<file path="src/rtl/spim_pkg.sv">
package spim_pkg;

  localparam logic [2:0] OFS_CTRL = 3'd0;
  localparam logic [2:0] OFS_STAT = 3'd1;
  localparam logic [2:0] OFS_DATA = 3'd2;
  localparam logic [2:0] OFS_RATE = 3'd3;
  localparam logic [2:0] OFS_CMD  = 3'd4;

  localparam int CTL_RXIE = 7;
  localparam int CTL_EN   = 6;
  localparam int CTL_TXIE = 5;
  localparam int CTL_MST  = 3;
  localparam int CTL_TXO  = 1;

  localparam int CMD_LSBF = 12;
  localparam int CMD_KEEP = 7;
  localparam int CMD_CPOL = 1;
  localparam int CMD_CPHA = 0;

  typedef struct packed {
    logic       cpol;
    logic       cpha;
    logic       lsbf;
    logic       keep;
    logic [1:0] sel;
    logic [5:0] len;
  } frame_cfg_t;

  function automatic logic [5:0] frame_bits(input logic [3:0] code);
    logic [5:0] n;
    if (code >= 4'd7)       n = {2'b00, code} + 6'd1;
    else if (code == 4'd0)  n = 6'd20;
    else if (code == 4'd1)  n = 6'd24;
    else if (code == 4'd2)  n = 6'd32;
    else                    n = 6'd8;
    return n;
  endfunction

  function automatic frame_cfg_t decode_cmd(input logic [15:0] cmd);
    frame_cfg_t c;
    c.cpol = cmd[CMD_CPOL];
    c.cpha = cmd[CMD_CPHA];
    c.lsbf = cmd[CMD_LSBF];
    c.keep = cmd[CMD_KEEP];
    c.sel  = cmd[5:4];
    c.len  = frame_bits(cmd[11:8]);
    return c;
  endfunction

endpackage

</file>
<file path="src/rtl/spim_rate_gen.sv">
module spim_rate_gen #(
  parameter int RATE_W = 8
) (
  input  logic              clk,
  input  logic              rst,
  input  logic              run,
  input  logic [RATE_W-1:0] rate,
  output logic              tick
);

  logic [RATE_W-1:0] cnt_q;

  always_ff @(posedge clk) begin
    if (rst || !run)       cnt_q <= '0;
    else if (cnt_q == rate) cnt_q <= '0;
    else                   cnt_q <= cnt_q + 1'b1;
  end

  assign tick = run && (cnt_q == rate);

  assert_tick_gap_R1: assert property (@(posedge clk) disable iff (rst)
    (run && tick && rate != '0) |=> (!tick || rate == '0));

endmodule

</file>
<file path="src/rtl/spim_shift_engine.sv">
module spim_shift_engine
  import spim_pkg::*;
#(
  parameter int DATA_W   = 32,
  parameter int CS_COUNT = 2
) (
  input  logic                clk,
  input  logic                rst,
  input  logic                start,
  input  logic                abort,
  input  frame_cfg_t          cfg,
  input  logic                idle_cpol,
  input  logic [DATA_W-1:0]   tx_word,
  input  logic                tick,
  input  logic                miso,
  output logic                busy,
  output logic                done,
  output logic [DATA_W-1:0]   rx_word,
  output logic                sclk,
  output logic                mosi,
  output logic [CS_COUNT-1:0] cs_n
);

  localparam int IDX_W  = $clog2(DATA_W);
  localparam int LEN_W  = IDX_W + 1;
  localparam int EDGE_W = LEN_W + 1;

  frame_cfg_t          cfg_q;
  logic [DATA_W-1:0]   tx_q, rx_q;
  logic [EDGE_W-1:0]   edge_q;
  logic [LEN_W-1:0]    bidx_q;
  logic                busy_q, done_q, sclk_q, mosi_q, cs_act_q;
  logic [1:0]          sel_q;
  logic                leading, last_edge, sample_now;
  logic [LEN_W-1:0]    first_pos;

  function automatic logic [IDX_W-1:0] seq_pos(input logic [LEN_W-1:0] k);
    logic [LEN_W-1:0] t;
    t = cfg_q.lsbf ? k : (LEN_W'(cfg_q.len) - LEN_W'(1) - k);
    return t[IDX_W-1:0];
  endfunction

  assign leading    = ~edge_q[0];
  assign last_edge  = (edge_q == (EDGE_W'({cfg_q.len, 1'b0}) - EDGE_W'(1)));
  assign sample_now = leading ^ cfg_q.cpha;
  assign first_pos  = LEN_W'(cfg.len) - LEN_W'(1);

  always_ff @(posedge clk) begin
    if (rst) begin
      cfg_q    <= '0;
      tx_q     <= '0;
      rx_q     <= '0;
      edge_q   <= '0;
      bidx_q   <= '0;
      busy_q   <= 1'b0;
      done_q   <= 1'b0;
      sclk_q   <= 1'b0;
      mosi_q   <= 1'b0;
      cs_act_q <= 1'b0;
      sel_q    <= '0;
    end else begin
      done_q <= 1'b0;
      if (abort) begin
        busy_q   <= 1'b0;
        cs_act_q <= 1'b0;
        sclk_q   <= idle_cpol;
      end else if (!busy_q) begin
        sclk_q <= idle_cpol;
        if (start) begin
          busy_q   <= 1'b1;
          cfg_q    <= cfg;
          tx_q     <= tx_word;
          rx_q     <= '0;
          edge_q   <= '0;
          bidx_q   <= '0;
          cs_act_q <= 1'b1;
          sel_q    <= cfg.sel;
          sclk_q   <= cfg.cpol;
          mosi_q   <= cfg.lsbf ? tx_word[0] : tx_word[first_pos[IDX_W-1:0]];
        end
      end else if (tick) begin
        sclk_q <= ~sclk_q;
        edge_q <= edge_q + 1'b1;
        if (sample_now) rx_q[seq_pos(bidx_q)] <= miso;
        if (cfg_q.cpha) begin
          if (leading) mosi_q <= tx_q[seq_pos(bidx_q)];
          else         bidx_q <= bidx_q + 1'b1;
        end else if (!leading) begin
          bidx_q <= bidx_q + 1'b1;
          if (!last_edge) mosi_q <= tx_q[seq_pos(bidx_q + 1'b1)];
        end
        if (last_edge) begin
          busy_q <= 1'b0;
          done_q <= 1'b1;
          if (!cfg_q.keep) cs_act_q <= 1'b0;
        end
      end
    end
  end

  for (genvar i = 0; i < CS_COUNT; i++) begin : g_cs
    assign cs_n[i] = ~(cs_act_q && (sel_q == 2'(i)));
  end

  assign busy    = busy_q;
  assign done    = done_q;
  assign rx_word = rx_q;
  assign sclk    = sclk_q;
  assign mosi    = mosi_q;

  assert_idle_level_at_end_R3: assert property (@(posedge clk) disable iff (rst)
    done_q |-> (sclk_q == cfg_q.cpol));

  assert_cs_held_in_frame_R5: assert property (@(posedge clk) disable iff (rst)
    busy_q |-> cs_act_q);

endmodule

</file>
<file path="src/rtl/spi_master_ctl.sv">
module spi_master_ctl
  import spim_pkg::*;
#(
  parameter int DATA_W   = 32,
  parameter int RATE_W   = 8,
  parameter int CS_COUNT = 2
) (
  input  logic                clk,
  input  logic                rst,
  input  logic                bus_wr,
  input  logic                bus_rd,
  input  logic [2:0]          bus_addr,
  input  logic [31:0]         bus_wdata,
  output logic [31:0]         bus_rdata,
  output logic                sclk,
  output logic                mosi,
  input  logic                miso,
  output logic [CS_COUNT-1:0] cs_n,
  output logic                irq_tx,
  output logic                irq_rx
);

  localparam int PAD_W = 32 - DATA_W;

  logic [7:0]        ctrl_q;
  logic [RATE_W-1:0] rate_q;
  logic [15:0]       cmd_q;
  logic [DATA_W-1:0] txbuf_q, rxbuf_q;
  logic              txe_q, rxf_q, ovr_q;
  logic [31:0]       rdata_q;

  logic wr_ctrl, wr_stat, wr_data, wr_rate, wr_cmd, rd_data;
  logic start, busy, frame_done, tick, rx_take;
  logic [DATA_W-1:0] rx_word;
  logic [7:0] stat_byte;

  assign wr_ctrl = bus_wr && (bus_addr == OFS_CTRL);
  assign wr_stat = bus_wr && (bus_addr == OFS_STAT);
  assign wr_data = bus_wr && (bus_addr == OFS_DATA);
  assign wr_rate = bus_wr && (bus_addr == OFS_RATE);
  assign wr_cmd  = bus_wr && (bus_addr == OFS_CMD);
  assign rd_data = bus_rd && (bus_addr == OFS_DATA);

  assign start   = ctrl_q[CTL_EN] && ctrl_q[CTL_MST] && !txe_q && !busy;
  assign rx_take = frame_done && !ctrl_q[CTL_TXO];
  assign stat_byte = {rxf_q, 1'b0, txe_q, 4'b0000, ovr_q};

  always_ff @(posedge clk) begin
    if (rst) begin
      ctrl_q <= '0;
      rate_q <= '0;
      cmd_q  <= '0;
    end else begin
      if (wr_ctrl) ctrl_q <= bus_wdata[7:0];
      if (wr_rate) rate_q <= bus_wdata[RATE_W-1:0];
      if (wr_cmd)  cmd_q  <= bus_wdata[15:0];
    end
  end

  always_ff @(posedge clk) begin
    if (rst) begin
      txbuf_q <= '0;
      txe_q   <= 1'b1;
    end else if (wr_data) begin
      txbuf_q <= bus_wdata[DATA_W-1:0];
      txe_q   <= 1'b0;
    end else if (start) begin
      txe_q   <= 1'b1;
    end
  end

  always_ff @(posedge clk) begin
    if (rst) begin
      rxbuf_q <= '0;
      rxf_q   <= 1'b0;
      ovr_q   <= 1'b0;
    end else begin
      if (rx_take) begin
        if (rxf_q && !rd_data) begin
          ovr_q <= 1'b1;
        end else begin
          rxbuf_q <= rx_word;
          rxf_q   <= 1'b1;
        end
      end else if (rd_data) begin
        rxf_q <= 1'b0;
      end
      if (wr_stat && !bus_wdata[0] && !(rx_take && rxf_q && !rd_data))
        ovr_q <= 1'b0;
    end
  end

  always_ff @(posedge clk) begin
    if (rst) begin
      rdata_q <= '0;
    end else if (bus_rd) begin
      case (bus_addr)
        OFS_CTRL: rdata_q <= {24'd0, ctrl_q};
        OFS_STAT: rdata_q <= {24'd0, stat_byte};
        OFS_DATA: rdata_q <= {{PAD_W{1'b0}}, rxbuf_q};
        OFS_RATE: rdata_q <= {{(32-RATE_W){1'b0}}, rate_q};
        OFS_CMD:  rdata_q <= {16'd0, cmd_q};
        default:  rdata_q <= '0;
      endcase
    end
  end

  spim_rate_gen #(.RATE_W(RATE_W)) u_rate (
    .clk  (clk),
    .rst  (rst),
    .run  (busy),
    .rate (rate_q),
    .tick (tick)
  );

  spim_shift_engine #(.DATA_W(DATA_W), .CS_COUNT(CS_COUNT)) u_shift (
    .clk       (clk),
    .rst       (rst),
    .start     (start),
    .abort     (!ctrl_q[CTL_EN]),
    .cfg       (decode_cmd(cmd_q)),
    .idle_cpol (cmd_q[CMD_CPOL]),
    .tx_word   (txbuf_q),
    .tick      (tick),
    .miso      (miso),
    .busy      (busy),
    .done      (frame_done),
    .rx_word   (rx_word),
    .sclk      (sclk),
    .mosi      (mosi),
    .cs_n      (cs_n)
  );

  assign bus_rdata = rdata_q;
  assign irq_tx    = txe_q && ctrl_q[CTL_TXIE];
  assign irq_rx    = rxf_q && ctrl_q[CTL_RXIE];

  assert_cs_release_on_disable_R6: assert property (@(posedge clk) disable iff (rst)
    !ctrl_q[CTL_EN] |=> (&cs_n));

  assert_write_clears_empty_R7: assert property (@(posedge clk) disable iff (rst)
    wr_data |=> !txe_q);

  assert_lost_frame_flags_R9: assert property (@(posedge clk) disable iff (rst)
    (frame_done && rxf_q && !rd_data && !ctrl_q[CTL_TXO]) |=> ovr_q);

  assert_txonly_no_capture_R10: assert property (@(posedge clk) disable iff (rst)
    (frame_done && ctrl_q[CTL_TXO] && !rxf_q && !rd_data) |=> !rxf_q);

endmodule

</file>
<file path="config.mk">
export PLATFORM = sky130hd
export DESIGN_NAME = spi_master_ctl
export DESIGN_NICKNAME = d
export VERILOG_FILES = /design/src/rtl/spim_pkg.sv /design/src/rtl/spim_rate_gen.sv /design/src/rtl/spim_shift_engine.sv /design/src/rtl/spi_master_ctl.sv
export SDC_FILE = /design/constraint.sdc
export NUM_CORES = 1
export LEC_CHECK = 0
export ABC_AREA = 1
export BUFFER_PORTS_ARGS = -buffer_cell sky130_fd_sc_hd__buf_2
export CORE_MARGIN = 2
export CORE_UTILIZATION = 30
export DETAILED_ROUTE_END_ITERATION = 12
export SLEW_MARGIN = 25
export SYNTH_ARGS = -nofsm -noshare
export SYNTH_HDL_FRONTEND = slang
export SYNTH_HIERARCHICAL = 1
export SYNTH_SLANG_ARGS = --single-unit
</file>
<file path="constraint.sdc">
create_clock -name clk -period 2.8 [get_ports clk]
set_input_delay 0.84 -clock clk [delete_from_list [all_inputs] [get_ports clk]]
set_output_delay 0.84 -clock clk [all_outputs]
set_load 0.1 [all_outputs]
</file>
==> results by stage <==
Yosys:
- The mapped cell area is 11600 sq um.
- For this run, the register share of the synthesized area comes to about two fifths.
- The fraction of registers with async set or reset after synthesis is 0%.
- When the netlist entered floorplanning its net count stood at 1763.
- The primary flip-flop cell chosen by synthesis mapping is sky130_fd_sc_hd__dfxtp_1.
- The number of warnings reported in the yosys synthesis log is 6.
- The distinct cell type count of the synthesized netlist is 44.
- The number of enable-type register cells in the synthesized netlist is 0.
- After synthesis the netlist holds a flip-flop and latch count of 231.
- Averaged over all synthesized cells, the footprint is 6.79 sq um.
- Synthesis handed over a netlist of around 1700 instances.

GRT:
- The total global-route track usage is around 16%.
- The number of antenna violations at the first check in global routing came to 1.
- The via count of the first global-routing pass is about 10000.
- Entering global routing, the biggest net connects 92 pins.
- The first-pass GRT wire length is 54.2 mm.
- The residual overflow from global routing is 0.

Layout:
- The layout has 4085 filler cells.
- The post-route core utilization is 35.5%.
- The post-synthesis to final-layout area growth is 16.1%.
- The share of layout cells above drive strength 1 is between 10% and 20%.
- The sequential cell area is 4630 sq um.
- The most common library cell in the layout ignoring fill and taps is sky130_fd_sc_hd__nand2_1.
- The multi-input logic area is 5870 sq um.
- Excluding fillers, the count of instances in the completed layout stands at around 2300.
- With fillers left out, the area of the finished cells amounts to 13400 sq um.
- The number of diodes is 0.
- For this run, the post-layout net count is 1821.
- Leaving out fill and tap cells, the most frequent cells in the layout are sky130_fd_sc_hd__nand2_1 (368), sky130_fd_sc_hd__dfxtp_1 (227), sky130_fd_sc_hd__nor2_1 (213).

Clock tree:
- The cell at the root of the clock tree is sky130_fd_sc_hd__clkbuf_16.
- The clock transition at the registers of the reported paths is 0.06 ns.
- The clock insertion delay at the later pin of the skew report is 0.56 ns.
- TritonCTS built the clock tree.
- TritonCTS created 27 clock buffers.
- The maximum level of the CTS H-tree is 1.
- The maximum count of clock buffers along a single path is 3.
- The TritonCTS sink count is 231.

Worst setup path:
- STA classifies the critical path endpoint as a register.
- The critical-path cell with the highest stage delay is sky130_fd_sc_hd__fa_2.
- In this run the worst path has a maximum fanout of 7.
- The critical path goes through inv_1 -> ha_2 -> fa_2 -> o21ai_4 -> buf_4 -> nand3_1 -> nand2_1 -> nor2_1 -> nand2_1 -> nand3_1 -> nand2_1 -> nand2_1 -> nand2_1 -> nand2_1 -> nand3_1 -> nand2_1 -> inv_1.
- For the worst setup path, the data required time is between 3 and 4 ns.
- The cell that appears most often on the critical path is sky130_fd_sc_hd__nand2_1.
- The critical path class is register to register.
- The worst setup path is launched from a register.
- The worst path arrival time is 3.12 ns.
- Counting both buffers and inverters, the worst setup path holds a total of 3.
- The cell class contributing the biggest share of worst-path delay is adder cells.
- For this run, the slowest stage of the critical path takes 0.50 ns.

Die:
- In this run the vertical extent of the chip is 200 um.
- The count of standard-cell rows is 71.
- In this run the horizontal extent of the chip is 200 um.
- The area of the core is about 38000 sq um.
- The initial utilization of the core area, before any placement, comes to 30.6%.
- The die covers 40200 sq um.
- 78 I/O pins were placed.

Placement:
- The HPWL after detailed placement is 23.2 mm.
- Summing all placed instances gives a cell area of 12500 sq um.
- In this run the tool buffered the top-level ports with 77 buffer cells.
- The final weighted congestion in routability-driven placement is 0.879.
- The count of placed standard cells including taps is 2239.

Timing:
- After layout, the minimum clock period comes to 2.63 ns.
- The final count of pins violating max slew is 0.
- The number of hold violations in the final report is 0.
- The clock skew after layout is 0.0206 ns.
- The highest clock frequency the design can meet is between 300 and 400 MHz.
- Setup violations remaining at the end of the flow were counted as 0.
- For the pin with the worst max-slew slack, the measured transition is around 0.58 ns.
- In the finished design, the share of the clock period the worst path needs comes to 93.9%.
- Hold is met by roughly 0.45 ns.
- In this run the tightest slew margin relative to its limit is 61.5%.

Detailed routing:
- The detailed-route DRC error count is 0.
- The total length of routed wires is 33.2 mm.
- The number of DRC violations after detailed-routing iteration 0 is slightly above 800.
- For this block, the via count after detailed routing is approximately 11000.
- The count of nets left with antenna violations once routing finished came out at 0.
- The iteration count of the initial detailed-routing pass is 6.
- Dividing the detail-routed wire length by the instance count gives 14.5 um.
- After detailed routing, the number of vias per cell comes to 4.92.

Power and ir drop:
- Across the VDD grid, the largest voltage drop is 439 uV.
- Power spread over the standard cell area amounts to 523 nW/um^2.
- The power after layout is 7.03 mW.
- The analysis attributes to cell leakage a power of ~5.2 nW.

Flow run:
- Max-cap violations in this run came to 0.

Hold path:
- The path class of the tightest hold or removal check is register to register.

Outcome:
- The flow ran to the end, and the final reports show no timing, DRC or antenna violations.
[metal layers]
layer	vias up	wire length [um]	global-route usage, %	part of all wire, %
met5	-	8	0	0.024
met4	2	828	4.58	2.5
met3	60	1930	2.03	5.8
met2	314	14400	24.8	43
met1	5199	16100	23.4	48
li1	5697	-	-	-
[per-stage QoR]
stage | setup slack, ns | TNS [ns]
floorplan | 0.158 | 0
global placement | 0.0845 | 0
detailed placement | 0.0102 | 0
CTS | 0.0427 | 0
global route | -0.0307 | -0.157
finish | 0.170 | 0
[cells in the mapped netlist (2+ instances only)]
cell | instances | share of area (%)
sky130_fd_sc_hd__buf_4 | 8 | 0.52
sky130_fd_sc_hd__o21ai_0 | 165 | 7.1
sky130_fd_sc_hd__o32ai_1 | 4 | 0.30
sky130_fd_sc_hd__buf_2 | 25 | 1.1
sky130_fd_sc_hd__o211ai_1 | 6 | 0.39
sky130_fd_sc_hd__a21oi_1 | 152 | 6.6
sky130_fd_sc_hd__nor2_1 | 215 | 7.0
sky130_fd_sc_hd__o21ai_2 | 3 | 0.23
sky130_fd_sc_hd__clkbuf_1 | 52 | 1.7
sky130_fd_sc_hd__dfxtp_1 | 231 | 40
sky130_fd_sc_hd__nand3_2 | 3 | 0.26
sky130_fd_sc_hd__nor2_2 | 8 | 0.43
sky130_fd_sc_hd__fa_1 | 2 | 0.35
sky130_fd_sc_hd__a221oi_1 | 2 | 0.15
sky130_fd_sc_hd__nand3_1 | 128 | 5.5
sky130_fd_sc_hd__nand2_1 | 371 | 12
sky130_fd_sc_hd__o21ai_1 | 19 | 0.82
sky130_fd_sc_hd__o21bai_1 | 2 | 0.13
sky130_fd_sc_hd__clkinv_1 | 3 | 0.097
sky130_fd_sc_hd__buf_6 | 11 | 1.1
sky130_fd_sc_hd__xnor2_1 | 6 | 0.45
sky130_fd_sc_hd__inv_2 | 9 | 0.29
sky130_fd_sc_hd__nand2_2 | 6 | 0.32
sky130_fd_sc_hd__xor2_1 | 13 | 0.98
sky130_fd_sc_hd__nand4_1 | 59 | 3.2
sky130_fd_sc_hd__nor3b_1 | 3 | 0.19
sky130_fd_sc_hd__inv_1 | 147 | 4.8
sky130_fd_sc_hd__nor4_1 | 3 | 0.16
sky130_fd_sc_hd__buf_1 | 6 | 0.19
sky130_fd_sc_hd__nand3b_1 | 3 | 0.19
sky130_fd_sc_hd__nor2_4 | 6 | 0.58
sky130_fd_sc_hd__nand2_4 | 2 | 0.19
sky130_fd_sc_hd__ha_1 | 17 | 1.8
sky130_fd_sc_hd__nor3_1 | 4 | 0.17
[flip-flops by register name (all words and copies together), names as in the netlist]
name and flops:
rxbuf_q 32, u_shift/busy 1, u_shift/mosi 1, u_shift/cfg_q 9
u_rate/cnt_q 8, rate_q 8, u_shift/edge_q 7, txe_q 1
u_shift/done 1, rxf_q 1, u_shift/tx_q 32, ovr_q 1
u_shift/rx_word 32, bus_rdata 32, u_shift/cs_act_q 1, u_shift/sclk 1
txbuf_q 32, ctrl_q 8, u_shift/bidx_q 5, cmd_q 16
u_shift/sel_q 2
[area by class of cell]
| type | count | share of cell area (%) |
|---|---|---|
| multi-input cells | 1210 | 43.7 |
| flip-flops and latches | 231 | 34.4 |
| repair buffers | 132 | 6.58 |
| clock buffers | 38 | 5.48 |
| well taps | 511 | 4.76 |
| inverters | 160 | 4.52 |
| clock inverters | 8 | 0.503 |
[timing repair]
| item | in CTS | in global routing |
|---|---|---|
| setup endpoints to repair | 1 | 33 |
| hold buffers | 0 | 0 |
| gates resized for setup | 1 | 23 |
| pin swaps | 0 | 8 |
| setup buffers | 0 | 5 |
[cells by family after synthesis]
group	share of synthesized area [%]
DFF	40.0
xor gates and xnor gates	1.44
and+or+nand+nor	30.6
AOI/OAI and AO/OA	16.0
buffers and inverters	9.81
adders and majority gates	2.18
[power breakdown]
group | internal, mW | switching (mW) | total, mW
logic | 0.126 | 0.280 | 0.406
registers | 3.32 | 0.0277 | 3.35
clock network | 1.84 | 1.43 | 3.27
[worst paths after layout]
path / slack (ns) / from / to / depth (start not counted)
worst min-delay path: 0.45 / cmd_q[6]$_SDFFE_PP0P_ / cmd_q[6]$_SDFFE_PP0P_ / 2
worst max register to register: 0.17 / u_shift/cfg_q[0]$_SDFFE_PP0P_ / u_shift/mosi$_SDFFE_PP0P_ / 17
worst max-delay path: 0.17 / u_shift/cfg_q[0]$_SDFFE_PP0P_ / u_shift/mosi$_SDFFE_PP0P_ / 17
worst min register to register: 0.45 / cmd_q[6]$_SDFFE_PP0P_ / cmd_q[6]$_SDFFE_PP0P_ / 2
[worst min-delay path, stage by stage (launching register included)]
cell                      delay (ns)
sky130_fd_sc_hd__dfxtp_1        0.31
sky130_fd_sc_hd__inv_1          0.05
sky130_fd_sc_hd__a21oi_1        0.05
(Power assumes the default switching activity.)
